[src/rtl/hcd_pkg.sv]
package hcd_pkg;

  typedef enum logic [1:0] {
    MODE_REJECT = 2'd0,
    MODE_REG_RD = 2'd1,
    MODE_REG_WR = 2'd2,
    MODE_MEM_WR = 2'd3
  } modeT;

  typedef struct packed {
    logic capture;
    modeT mode;
    logic wrByte;
    logic rdAdv;
    logic finish;
  } strobeT;

endpackage

[src/rtl/hcd_ctrl.sv]
module hcd_ctrl
  import hcd_pkg::*;
#(
  parameter int WAKE_W = 4,
  parameter int FAIL_W = 4
) (
  input  logic              clk,
  input  logic              rstN,
  input  logic              txnStart,
  input  logic [1:0]        cmdTop,
  input  logic              isRead,
  input  logic              txnEnd,
  input  logic              rxValid,
  input  logic              txRdAck,
  input  logic              wakeAcquire,
  input  logic              wakeRelease,
  input  logic              failLoad,
  input  logic [FAIL_W-1:0] failValue,
  output strobeT            stb,
  output logic              protoErr,
  output logic [WAKE_W-1:0] wakeCnt,
  output logic [FAIL_W-1:0] failCnt
);

  localparam logic [WAKE_W-1:0] WAKE_MAX = '1;

  logic active;
  modeT mode, newMode;
  logic wakeUp, wakeDn;

  always_comb begin
    if (failCnt != '0 || wakeCnt == '0) newMode = MODE_REJECT;
    else if (cmdTop[1])                 newMode = isRead ? MODE_REG_RD : MODE_REG_WR;
    else if (isRead || cmdTop[0])       newMode = MODE_REJECT;
    else                                newMode = MODE_MEM_WR;
  end

  assign wakeUp = wakeAcquire && !wakeRelease && wakeCnt != WAKE_MAX;
  assign wakeDn = wakeRelease && !wakeAcquire && wakeCnt != '0;

  always_ff @(posedge clk or negedge rstN) begin
    if (!rstN) begin
      wakeCnt <= '0;
      failCnt <= '0;
    end else begin
      if (wakeUp)      wakeCnt <= wakeCnt + 1'b1;
      else if (wakeDn) wakeCnt <= wakeCnt - 1'b1;
      if (failLoad)
        failCnt <= failValue;
      else if (wakeDn && wakeCnt == WAKE_W'(1) && failCnt != '0)
        failCnt <= failCnt - 1'b1;
    end
  end

  always_ff @(posedge clk or negedge rstN) begin
    if (!rstN) begin
      active   <= 1'b0;
      mode     <= MODE_REJECT;
      protoErr <= 1'b0;
    end else begin
      protoErr <= txnStart && wakeCnt == '0;
      if (txnStart) begin
        active <= 1'b1;
        mode   <= newMode;
      end else if (txnEnd && active) begin
        active <= 1'b0;
        mode   <= MODE_REJECT;
      end
    end
  end

  always_comb begin
    stb.capture = txnStart;
    stb.mode    = mode;
    stb.wrByte  = rxValid && active && !txnStart;
    stb.rdAdv   = txRdAck && active && !txnStart && mode == MODE_REG_RD;
    stb.finish  = txnEnd && active && !txnStart;
  end

endmodule

[src/rtl/hcd_datapath.sv]
module hcd_datapath
  import hcd_pkg::*;
#(
  parameter int DATA_W = 8,
  parameter int REG_W  = 16
) (
  input  logic                clk,
  input  logic                rstN,
  input  strobeT              stb,
  input  logic [DATA_W-1:0]   cmdByte,
  input  logic [DATA_W-1:0]   rxData,
  input  logic [REG_W-1:0]    regRdData,
  output logic [DATA_W-2:0]   regRdIdx,
  output logic [DATA_W-1:0]   txData,
  output logic                regWrEn,
  output logic [DATA_W-2:0]   regWrIdx,
  output logic [REG_W-1:0]    regWrData,
  output logic                memWrEn,
  output logic [DATA_W-3:0]   memBank,
  output logic [DATA_W-1:0]   memData,
  output logic                done,
  output logic                ok
);

  localparam int IDX_W  = DATA_W - 1;
  localparam int BANK_W = DATA_W - 2;

  logic [IDX_W-1:0]  idxQ;
  logic [REG_W-1:0]  rdShadow;
  logic [DATA_W-1:0] hiQ, loQ;
  logic [1:0]        byteCnt;
  logic              regWrByte;

  assign regRdIdx  = cmdByte[IDX_W-1:0];
  assign regWrIdx  = idxQ;
  assign memBank   = idxQ[BANK_W-1:0];
  assign regWrByte = stb.wrByte && stb.mode == MODE_REG_WR;

  always_comb begin
    txData = '0;
    if (stb.mode == MODE_REG_RD) begin
      if (byteCnt == 2'd0)      txData = rdShadow[REG_W-1 -: DATA_W];
      else if (byteCnt == 2'd1) txData = rdShadow[DATA_W-1:0];
    end
  end

  always_ff @(posedge clk or negedge rstN) begin
    if (!rstN) begin
      idxQ     <= '0;
      rdShadow <= '0;
      hiQ      <= '0;
      loQ      <= '0;
      byteCnt  <= '0;
    end else if (stb.capture) begin
      idxQ     <= cmdByte[IDX_W-1:0];
      rdShadow <= regRdData;
      byteCnt  <= '0;
    end else if (regWrByte || stb.rdAdv) begin
      if (regWrByte && byteCnt == 2'd0) hiQ <= rxData;
      if (regWrByte && byteCnt == 2'd1) loQ <= rxData;
      if (byteCnt != 2'd2) byteCnt <= byteCnt + 2'd1;
    end
  end

  always_ff @(posedge clk or negedge rstN) begin
    if (!rstN) begin
      memWrEn   <= 1'b0;
      memData   <= '0;
      done      <= 1'b0;
      ok        <= 1'b0;
      regWrEn   <= 1'b0;
      regWrData <= '0;
    end else begin
      memWrEn <= stb.wrByte && stb.mode == MODE_MEM_WR;
      if (stb.wrByte) memData <= rxData;
      done    <= stb.finish;
      regWrEn <= stb.finish && stb.mode == MODE_REG_WR && byteCnt != 2'd0;
      if (stb.finish) begin
        ok        <= stb.mode != MODE_REJECT;
        regWrData <= {hiQ, (byteCnt == 2'd2) ? loQ : {DATA_W{1'b0}}};
      end
    end
  end

endmodule

[src/rtl/hcd_top.sv]
module hcd_top
  import hcd_pkg::*;
#(
  parameter int DATA_W = 8,
  parameter int REG_W  = 16,
  parameter int WAKE_W = 4,
  parameter int FAIL_W = 4
) (
  input  logic              clk,
  input  logic              rstN,
  input  logic              txnStart,
  input  logic [DATA_W-1:0] cmdByte,
  input  logic              isRead,
  input  logic              txnEnd,
  input  logic              rxValid,
  input  logic [DATA_W-1:0] rxData,
  input  logic              txRdAck,
  output logic [DATA_W-1:0] txData,
  input  logic              wakeAcquire,
  input  logic              wakeRelease,
  input  logic              failLoad,
  input  logic [FAIL_W-1:0] failValue,
  output logic [DATA_W-2:0] regRdIdx,
  input  logic [REG_W-1:0]  regRdData,
  output logic              regWrEn,
  output logic [DATA_W-2:0] regWrIdx,
  output logic [REG_W-1:0]  regWrData,
  output logic              memWrEn,
  output logic [DATA_W-3:0] memBank,
  output logic [DATA_W-1:0] memData,
  output logic              done,
  output logic              ok,
  output logic              protoErr
);

  strobeT            stb;
  logic [WAKE_W-1:0] wakeCnt;
  logic [FAIL_W-1:0] failCnt;

  hcd_ctrl #(.WAKE_W(WAKE_W), .FAIL_W(FAIL_W)) u_ctrl (
    .clk(clk), .rstN(rstN), .txnStart(txnStart),
    .cmdTop(cmdByte[DATA_W-1 -: 2]), .isRead(isRead), .txnEnd(txnEnd),
    .rxValid(rxValid), .txRdAck(txRdAck), .wakeAcquire(wakeAcquire),
    .wakeRelease(wakeRelease), .failLoad(failLoad), .failValue(failValue),
    .stb(stb), .protoErr(protoErr), .wakeCnt(wakeCnt), .failCnt(failCnt)
  );

  hcd_datapath #(.DATA_W(DATA_W), .REG_W(REG_W)) u_dp (
    .clk(clk), .rstN(rstN), .stb(stb), .cmdByte(cmdByte), .rxData(rxData),
    .regRdData(regRdData), .regRdIdx(regRdIdx), .txData(txData),
    .regWrEn(regWrEn), .regWrIdx(regWrIdx), .regWrData(regWrData),
    .memWrEn(memWrEn), .memBank(memBank), .memData(memData),
    .done(done), .ok(ok)
  );

endmodule

[config.mk]
export PLATFORM = sky130hd
export DESIGN_NAME = hcd_top
export DESIGN_NICKNAME = d
export VERILOG_FILES = /design/src/rtl/hcd_pkg.sv /design/src/rtl/hcd_ctrl.sv /design/src/rtl/hcd_datapath.sv /design/src/rtl/hcd_top.sv
export SDC_FILE = /design/constraint.sdc
export NUM_CORES = 1
export LEC_CHECK = 0
export ABC_CLOCK_PERIOD_IN_PS = 2200
export BUFFER_PORTS_ARGS = -buffer_cell sky130_fd_sc_hd__buf_2
export CORE_ASPECT_RATIO = 0.75
export CORE_MARGIN = 3
export CORE_UTILIZATION = 52
export DETAILED_ROUTE_END_ITERATION = 8
export PLACE_DENSITY = 0.78
export SYNTH_ARGS = -nofsm -noshare
export SYNTH_HDL_FRONTEND = slang
export SYNTH_HIERARCHICAL = 1
export SYNTH_SLANG_ARGS = --single-unit
[constraint.sdc]
create_clock -name clk -period 2.2 [get_ports clk]
set_input_delay 0.33 -clock clk [delete_from_list [all_inputs] [get_ports clk]]
set_output_delay 0.33 -clock clk [all_outputs]
set_load 0.01 [all_outputs]
==> run metrics, run 1 <==
worst slew pin tran 626 ps; RSZ-0062 raised after global routing no; Design Area, Final 4350 µm²; max-slew headroom at the worst pin 0.583; dpl cells 455; Fin Clk Skew 5.88 ps; minimum clock period 2030 ps; vias in the first global route 2432; largest net degree at the start of global routing 51; slowest CP cell dfrtp_1; Design Power 3.57 mW; mean post-synth cell area 12.3 µm²; path type of the worst min-delay path input port to asynchronous set/reset pin; WL/cell 14.9 µm; post-layout util 0.669; post-synthesis cell type count 39; first-pass GRT wire length 11600 µm; estimated wirelength of the detail-placed design 5140 µm; max incr delay on CP 380 ps; share of cells above drive strength 1 0.482; Max-Cap Viols 0; Placer Congestion 0.776; DRT Wirelength 7020 µm; vias 2488; Worst EP arrival 1700 ps; die extent in x 102 µm; Setup CP Type register to output pin; number of enable flip-flop cells after synthesis 0; CTS H-tree lvls 3; Setup WS pre-CTS 364 ps; Post-route DRC 0; Die Ht 78.2 µm; Fmax 492 MHz; Root Driver clkbuf_8; CTS Buf Count 9; I/O pins 103; Synth async-reset ratio 1.00; Synth Net Count 347; Hold Vio Cnt, Final 6; antenna cell count 0; Yosys reg bits 81; crit-path cells inv_1, ha_1, buf_4, nand3b_1, a21oi_1, buf_2; I/O Buffers 102; initial antenna violation count 0; die area 8010 µm²; CP Data Required Time 1870 ps; failing checks negative hold slack; Routed Antenna Nets 0; cell row count 25; Main synth FF type dfrtp_1; CORE AREA 6510 µm²; P_leak 2.19 nW; CP Launch Type register; Finish-stage setup viols 0; worst skew pair latency 350 ps; GRT Total Usage 0.189; worst vdd ir 0.529 mV; pwr dens 821 nW/µm²; Area Overhead vs Synth 20.2%; clk sinks 81; Cells after Synth 293; Longest Clk Path Bufs 2; sequential-to-total area share from yosys stat 0.560; grt ovf 0; FF-to-FF path depth 6; Worst Setup End Kind output pin; # nets final 439; fin crit share 0.924; setup TNS 0 ps; Final Max Tran Viols 0; outcome finished with violations; Clk pin slew, worst setup/hold paths 80 ps; Initial DRC Count 106; crit-path max FO 11; setup ws final 168 ps; YS warnings 6; Pre-Repair DR Iteration Count 4; Hold Slack -3.38 ps; Vias/cell 5.28; synthesized area 3620 µm²; Starting Density 0.556; final cell count without fillers 471; placed cell areas 4120 µm²; TritonCTS clock tree built
## kinds of logic (layout without fill, tap and decap cells)
group	after synthesis	count (layout)	share of synthesized area
muxes	57	57	0.177
and+or+nand+nor	64	64	0.101
buffers and inverters	46	143	0.0681
DFF	81	81	0.560
adders and majority gates	8	8	0.0277
AOI/OAI and AO/OA	31	31	0.0512
xor gates and xnor gates	6	6	0.0145
## repair_timing
item / CTS / global route
setup buffers: 0 / 0
resized for setup: 1 / 1
hold buffers: 0 / 0
endpoints found under the setup margin: 5 / 4
## worst paths after layout
path                              startpoint           endpoint  slack (ps)
min                                     rstN    u_dp/memData[5]          -3
max reg2reg                u_ctrl/wakeCnt[0]  u_ctrl/wakeCnt[3]         410
min reg2reg                      u_dp/hiQ[6]        u_dp/hiQ[6]         500
max                          u_dp/byteCnt[0]          txData[4]         170
max in group asynchronous               rstN     u_ctrl/mode[1]        1600
min in group clk                failValue[0]  u_ctrl/failCnt[0]         190
## synth_stat cells (all sizes together), types with 2 or more instances
cell / n / share of area
inv: 19 / 0.020
nor2: 12 / 0.012
xor2: 4 / 0.0097
nor4: 2 / 0.0035
nand3b: 4 / 0.0083
mux2: 56 / 0.17
xnor2: 2 / 0.0048
or3b: 2 / 0.0055
nand3: 12 / 0.017
nand4: 3 / 0.0093
ha: 8 / 0.028
o21ai: 14 / 0.019
buf: 22 / 0.043
clkbuf: 5 / 0.0052
a22oi: 7 / 0.015
nand2: 14 / 0.016
and3: 3 / 0.0052
nor3: 2 / 0.0028
nor2b: 3 / 0.0052
nand2b: 3 / 0.0052
a21oi: 5 / 0.0069
dfrtp: 81 / 0.56
## worst max-delay path, delay by kind of cell, from the launching register on
| family | cells | cell delay (ps) |
|---|---|---|
| and+or+nand+nor | 1 | 160 |
| buffers and inverters | 3 | 420 |
| AOI/OAI and AO/OA | 1 | 150 |
| adders and majority gates | 1 | 240 |
| DFF | 1 | 380 |
## area by class of cell
cell class,instances,area [µm²]
Clock buffer,10,138
Tap cell,81,101
Timing Repair Buffer,108,571
Multi-Input combinational cell,166,1350
Sequential cell,81,2030
Fill cell,521,2160
Clock inverter,6,90.1
Inverter,19,71.3
## layout by cell type, fill, tap and decap left out, types with 2 or more instances in the layout
cell and n:
nor2b_1 2, mux2_2 56, nand3b_1 4, bufinv_16 2, nand2b_1 3, clkbuf_8 10, nor3_1 2, nand3_1 12
a22oi_1 7, dfrtp_1 81, o21ai_0 13, ha_1 8, nor2_1 12, and3_1 3, inv_1 19, xnor2_1 2
nor4_1 2, buf_2 101, nand2_2 2, nand2_1 12, buf_4 6, nand4_1 2, xor2_1 4, a21oi_1 5
## state kept, by name, indices dropped and copies added, names as in the netlist, 4 cells and up
name,flops
u_dp/rdShadow,16
u_dp/regWrData,16
u_dp/hiQ,8
u_dp/loQ,8
u_dp/memData,8
u_dp/regWrIdx,7
u_ctrl/failCnt,4
u_ctrl/wakeCnt,4
## where the power goes
part           internal, mW  leakage, nW  switching [mW]
Sequential             1.65         1.04           0.123
Clock                 0.674        0.113           0.537
Combinational         0.296         1.04           0.292
Total                  2.62         2.19           0.952
## metal layers
layer  GRT usage  up-vias  share of wire
met5           0        -              0
met1       0.251     1213           0.45
met3      0.0622        9          0.064
met2       0.300       85           0.48
met4      0.0472        0          0.013
li1            -     1181              -
Note: power is estimated with default switching activity, not from simulation.
==> run 2, diff against run 1 <==
--- a/config.mk
+++ b/config.mk
@@ -5,13 +5,14 @@
 export SDC_FILE = /design/constraint.sdc
 export NUM_CORES = 1
 export LEC_CHECK = 0
-export ABC_CLOCK_PERIOD_IN_PS = 2200
+export ABC_CLOCK_PERIOD_IN_PS = 1800
 export BUFFER_PORTS_ARGS = -buffer_cell sky130_fd_sc_hd__buf_2
 export CORE_ASPECT_RATIO = 0.75
 export CORE_MARGIN = 3
-export CORE_UTILIZATION = 52
+export CORE_UTILIZATION = 49
+export CTS_BUF_LIST = sky130_fd_sc_hd__clkbuf_4
 export DETAILED_ROUTE_END_ITERATION = 8
-export PLACE_DENSITY = 0.78
+export PLACE_DENSITY = 0.77
 export SYNTH_ARGS = -nofsm -noshare
 export SYNTH_HDL_FRONTEND = slang
 export SYNTH_HIERARCHICAL = 1
==> constraint.sdc (replaced) <==
create_clock -name clk -period 1.8 [get_ports clk]
set_input_delay 0.27 -clock clk [delete_from_list [all_inputs] [get_ports clk]]
set_output_delay 0.27 -clock clk [all_outputs]
set_load 0.01 [all_outputs]
==> run metrics, run 2 (synthesized netlist as in run 1, its figures left out) <==
outcome finished with violations; failing checks negative setup slack; P_leak 2.22 nW; Largest regs u_dp/rdShadow (16), u_dp/regWrData (16); estimated wirelength of the detail-placed design 5250 µm; clk sinks 81; Max-Cap Viols 0; Die Ht 80.4 µm; Area Overhead vs Synth 23.2%; initial antenna violation count 0; CP Launch Type register; grt ovf 0; most frequent cells in the layout 101 x buf_2, 80 x dfrtp_1, 56 x mux2_2; Worst Setup EP txData[5]; crit path from u_dp/byteCnt[1]; RSZ-0062 raised after global routing yes; Setup WS pre-CTS 14.9 ps; crit-path max FO 7; Fin Clk Skew 16.3 ps; post-layout util 0.637; crit-path cells inv_2, ha_4, nor2b_4, a22oi_1, nor2_1, buf_2; cell row count 26; CORE AREA 6990 µm²; pwr dens 953 nW/µm²; Reg-to-Reg End u_ctrl/wakeCnt[1]; Finish-stage setup viols 8; GRT met1 Usage 0.237; minimum clock period 1890 ps; path type of the worst min-delay path input port to register; worst skew pair latency 410 ps; commonest non-fill, non-tap cell in the layout buf_2; grt met3 use 0.0562; Worst EP arrival 1620 ps; first-pass GRT wire length 11900 µm; Worst Setup End Kind output pin; Initial DRC Count 81; Worst R2R Start u_ctrl/wakeCnt[0]; slowest CP cell dfrtp_1; fin crit share 1.05; WP depth 6; FF-to-FF path depth 5; GRT Total Usage 0.176; setup ws final -91.1 ps; Starting Density 0.517; Setup CP Type register to output pin; TritonCTS clock tree built; Vias/cell 5.01; GRT met2 Usage 0.274; CP Data Required Time 1530 ps; largest net degree at the start of global routing 41; CP delay by family, top flip-flops; die extent in x 105 µm; DRT Wirelength 7130 µm; share of cells above drive strength 1 0.508; die area 8460 µm²; # nets final 446; Placer Congestion 0.792; max incr delay on CP 410 ps; Root Driver clkbuf_4; max-slew headroom at the worst pin 0.698; Hold Vio Cnt, Final 0; vias 2476; Buf+Inv Stages, Crit Path 2; worst vdd ir 0.693 mV; WL/cell 14.4 µm; Final Max Tran Viols 0; CTS Buf Count 9; setup TNS -569 ps; Longest Clk Path Bufs 2; reg2reg setup slack 60 ps; Clk pin slew, worst setup/hold paths 120 ps; I/O pins 103; Post-route DRC 0; Routed Antenna Nets 0; vias in the first global route 2471; layer with the highest usage met2; worst slew pin tran 452 ps; I/O Buffers 102; Pre-Repair DR Iteration Count 5; antenna cell count 0; Fmax 529 MHz; CTS H-tree lvls 3
-- run 2: changes by cell type in the layout (fill, tap and decap cells not counted), sizes merged --
| cell | previous run | this run |
|---|---|---|
| clkinv | 2 | 0 |
| dlygate4sd3 | 0 | 1 |
| buf | 108 | 113 |
| bufinv | 2 | 3 |
| inv | 20 | 21 |
-- run 2: repair_timing --
action	4_1_cts	5_1_grt
resized for setup	8	6
pin swaps	5	5
hold buffers	1	0
endpoints found under the setup margin	8	13
setup buffers	3	1
gates cloned	0	1
hold endpoints to repair	23	0
-- run 2: worst min-delay path by stage --
stage                       from                end  slack [ps]  cells after the start
finish              failValue[2]  u_ctrl/failCnt[2]          60                      3
global route              isRead     u_ctrl/mode[1]          10                      2
CTS                       isRead     u_ctrl/mode[1]          10                      2
detailed placement          rstN    u_dp/memData[4]         200                      1
global placement            rstN    u_dp/memData[5]         190                      1
floorplan                   rstN      u_ctrl/active         -30                      0
-- run 2: metrics by stage --
stage          hold slack [ps]  std cells  instance area (µm²)  total power, mW
3_3_place_gp               195        473                 4160             2.91
6_report                  58.4        494                 4460             4.25
3_5_place_dp               195        473                 4160             2.96
4_1_cts                   13.7        492                 4400             4.30
2_1_floorplan            -25.6        293                 3620             2.67
5_1_grt                   12.4        494                 4460             4.50
-- run 2: layout make-up --
class	count	area, µm²
clock inverters	6	115
flip-flops and latches	81	2030
well taps	98	123
fillers	557	2540
repair buffers	115	663
multi-input cells	166	1390
clock buffers	9	67.6
inverters	19	71.3
-- run 2: report_power, final --
group          internal [mW]  leakage [nW]  switching (mW)
logic                  0.380          1.09           0.377
registers               2.02          1.03           0.153
clock network          0.705        0.0930           0.611
total                   3.11          2.22            1.14
-- run 2: routing by layer --
metal / vias up / routed length [µm]
met1: 1178 / 3150
met3: 6 / 607
met4: 0 / 40
met2: 94 / 3330
met5: - / 0
li1: 1198 / -
-- run 2: tightest hold or removal path: cells and delay by family --
kind / cells / cell delay, ps
AOI/OAI and AO/OA: 1 / 60
buffers and inverters: 1 / 70
and+or+nand+nor: 1 / 40
==> run 3, diff against run 2 <==
--- a/config.mk
+++ b/config.mk
@@ -15,5 +15,4 @@
 export PLACE_DENSITY = 0.77
 export SYNTH_ARGS = -nofsm -noshare
 export SYNTH_HDL_FRONTEND = slang
-export SYNTH_HIERARCHICAL = 1
 export SYNTH_SLANG_ARGS = --single-unit
==> run metrics, run 3 <==
Starting Density 0.525; P_leak 2.36 nW; Initial DRC Count 117; minimum clock period 1890 ps; Area Overhead vs Synth 25.4%; worst vdd ir 0.506 mV; WHS Path Cells 2; Max-Cap Viols 0; I/O pins 103; Synth Net Count 356; CTS Buf Count 9; outcome finished with violations; Vias/cell 5.10; share of cells above drive strength 1 0.546; Worst EP arrival 1620 ps; CP delay by family, top flip-flops; initial antenna violation count 0; Final Max Tran Viols 0; Fmax 529 MHz; failing checks negative setup slack; path type of the worst min-delay path input port to register; pwr dens 981 nW/µm²; Post-route DRC 0; most frequent cells in the layout 101 x buf_2, 80 x dfrtp_1, 40 x mux2_2; grt ovf 0; worst slew pin tran 520 ps; post-synthesis cell type count 46; CP Launch Type register; sequential-to-total area share from yosys stat 0.544; Synth async-reset ratio 1.00; first-pass GRT wire length 12800 µm; Worst Setup End Kind output pin; vias in the first global route 2593; vias 2613; Hold EP u_ctrl.active; CTS H-tree lvls 3; crit-path max FO 5; Finish-stage setup viols 8; fin crit share 1.05; I/O Buffers 102; Fin Clk Skew 10.4 ps; # nets final 464; DRT Wirelength 7860 µm; clk sinks 81; share of the synthesized area in the top cell type 0.544; Synth area leader dfrtp_1; YS warnings 0; TritonCTS clock tree built; antenna cell count 0; cell row count 26; Yosys reg bits 81; final cell count without fillers 512; CORE AREA 7090 µm²; Synth top cells by count 81 x dfrtp_1, 40 x mux2_2, 32 x nand2_1, 19 x nor2_1, 16 x mux2_4; GRT Total Usage 0.193; WL/cell 15.3 µm; max-slew headroom at the worst pin 0.651; Worst R2R Start u_ctrl.failCnt[0]; estimated wirelength of the detail-placed design 5620 µm; Clk pin slew, worst setup/hold paths 130 ps; RSZ-0062 raised after global routing yes; Worst Hold Launch txnEnd; Largest regs u_dp.rdShadow (16), u_dp.regWrData (16); Buf+Inv Stages, Crit Path 3; Synth area leaders dfrtp_1 54%, mux2_2 12%, mux2_4 6.4%, nand2_1 3.2%, ha_1 2.7%; Die Ht 81.5 µm; largest net degree at the start of global routing 45; Routed Antenna Nets 0; dpl cells 483; Hold Slack 65.8 ps; Setup CP Type register to output pin; mean post-synth cell area 12.3 µm²; Hold Vio Cnt, Final 0; placed cell areas 4260 µm²; reg2reg setup slack 40 ps; FF-to-FF path depth 5; crit-path cells inv_2, ha_4, buf_12, nor2_2, a21oi_1, nor2_1, buf_2; Placer Congestion 0.804; synthesized area 3730 µm²; Longest Clk Path Bufs 2; Design Area, Final 4670 µm²; most common cell in the netlist dfrtp_1; Root Driver clkbuf_4; setup ws final -88.9 ps; Reg-to-Reg End u_ctrl.mode[1]; Cells after Synth 302; worst skew pair latency 410 ps; die area 8700 µm²; Pre-Repair DR Iteration Count 4; CP Data Required Time 1530 ps; Main synth FF type dfrtp_1; commonest non-fill, non-tap cell in the layout buf_2; max incr delay on CP 430 ps; number of enable flip-flop cells after synthesis 0; die extent in x 107 µm; slowest CP cell dfrtp_1
[run 3: metal layers]
layer	wire, µm	track usage
met3	456	0.0605
met5	0	0
met2	3640	0.315
met4	84	0.0345
met1	3670	0.259
[run 3: how the worst max path moves through the flow]
stage | slack (ps) | cells past startpoint | startpoint | endpoint
2_1_floorplan | 60 | 6 | u_dp.byteCnt[0] | txData[6]
3_5_place_dp | -40 | 6 | u_dp.byteCnt[0] | txData[7]
3_3_place_gp | 40 | 6 | u_ctrl.wakeCnt[0] | u_ctrl.failCnt[2]
6_report | -90 | 7 | u_dp.byteCnt[1] | txData[2]
4_1_cts | -120 | 6 | u_dp.byteCnt[0] | txData[7]
5_1_grt | -220 | 6 | u_dp.byteCnt[0] | txData[7]
[run 3: logic make-up (layout without fill, tap and decap cells)]
family,count (synthesis),count (layout),synth area share
adder cells (fa/ha/maj),8,8,0.0269
XOR/XNOR,6,6,0.0141
buffers and inverters,35,147,0.0534
multiplexers,57,57,0.188
AO/OA/AOI/OAI,31,31,0.0497
AND/OR/NAND/NOR,84,84,0.124
flip-flops,81,81,0.544
[run 3: power by group]
group	total, mW	switching (mW)	leakage, nW	internal (mW)
Clock	1.34	0.638	0.0966	0.706
Sequential	2.24	0.187	1.04	2.05
Combinational	0.998	0.463	1.23	0.535
Total	4.58	1.29	2.36	3.30
[run 3: area by class of cell]
type / count / area [µm²]
flip-flops and latches: 81 / 2030
clock inverters: 6 / 116
clock buffers: 9 / 67.6
multi-input cells: 186 / 1600
repair buffers: 123 / 706
inverters: 9 / 33.8
fillers: 559 / 2420
well taps: 98 / 123
[run 3: timing repair]
action                                  4_1_cts  5_1_grt
pin swaps                                     2        3
resized for setup                            14       16
buffers inserted                              8        5
endpoints found under the setup margin        9       12
cloned                                        0        0
hold buffers                                  1        0
endpoints found under the hold margin        21        0
[run 3: per-stage QoR]
step	TNS [ps]	power, mW	util	setup slack, ps
finish	-574	4.58	0.659	-88.9
CTS	-829	4.53	0.646	-118
detailed placement	-72.8	3.15	0.601	-39.3
global route	-1560	4.84	0.659	-216
floorplan	0	2.84	-	62.2
global placement	0	3.10	0.601	44.3
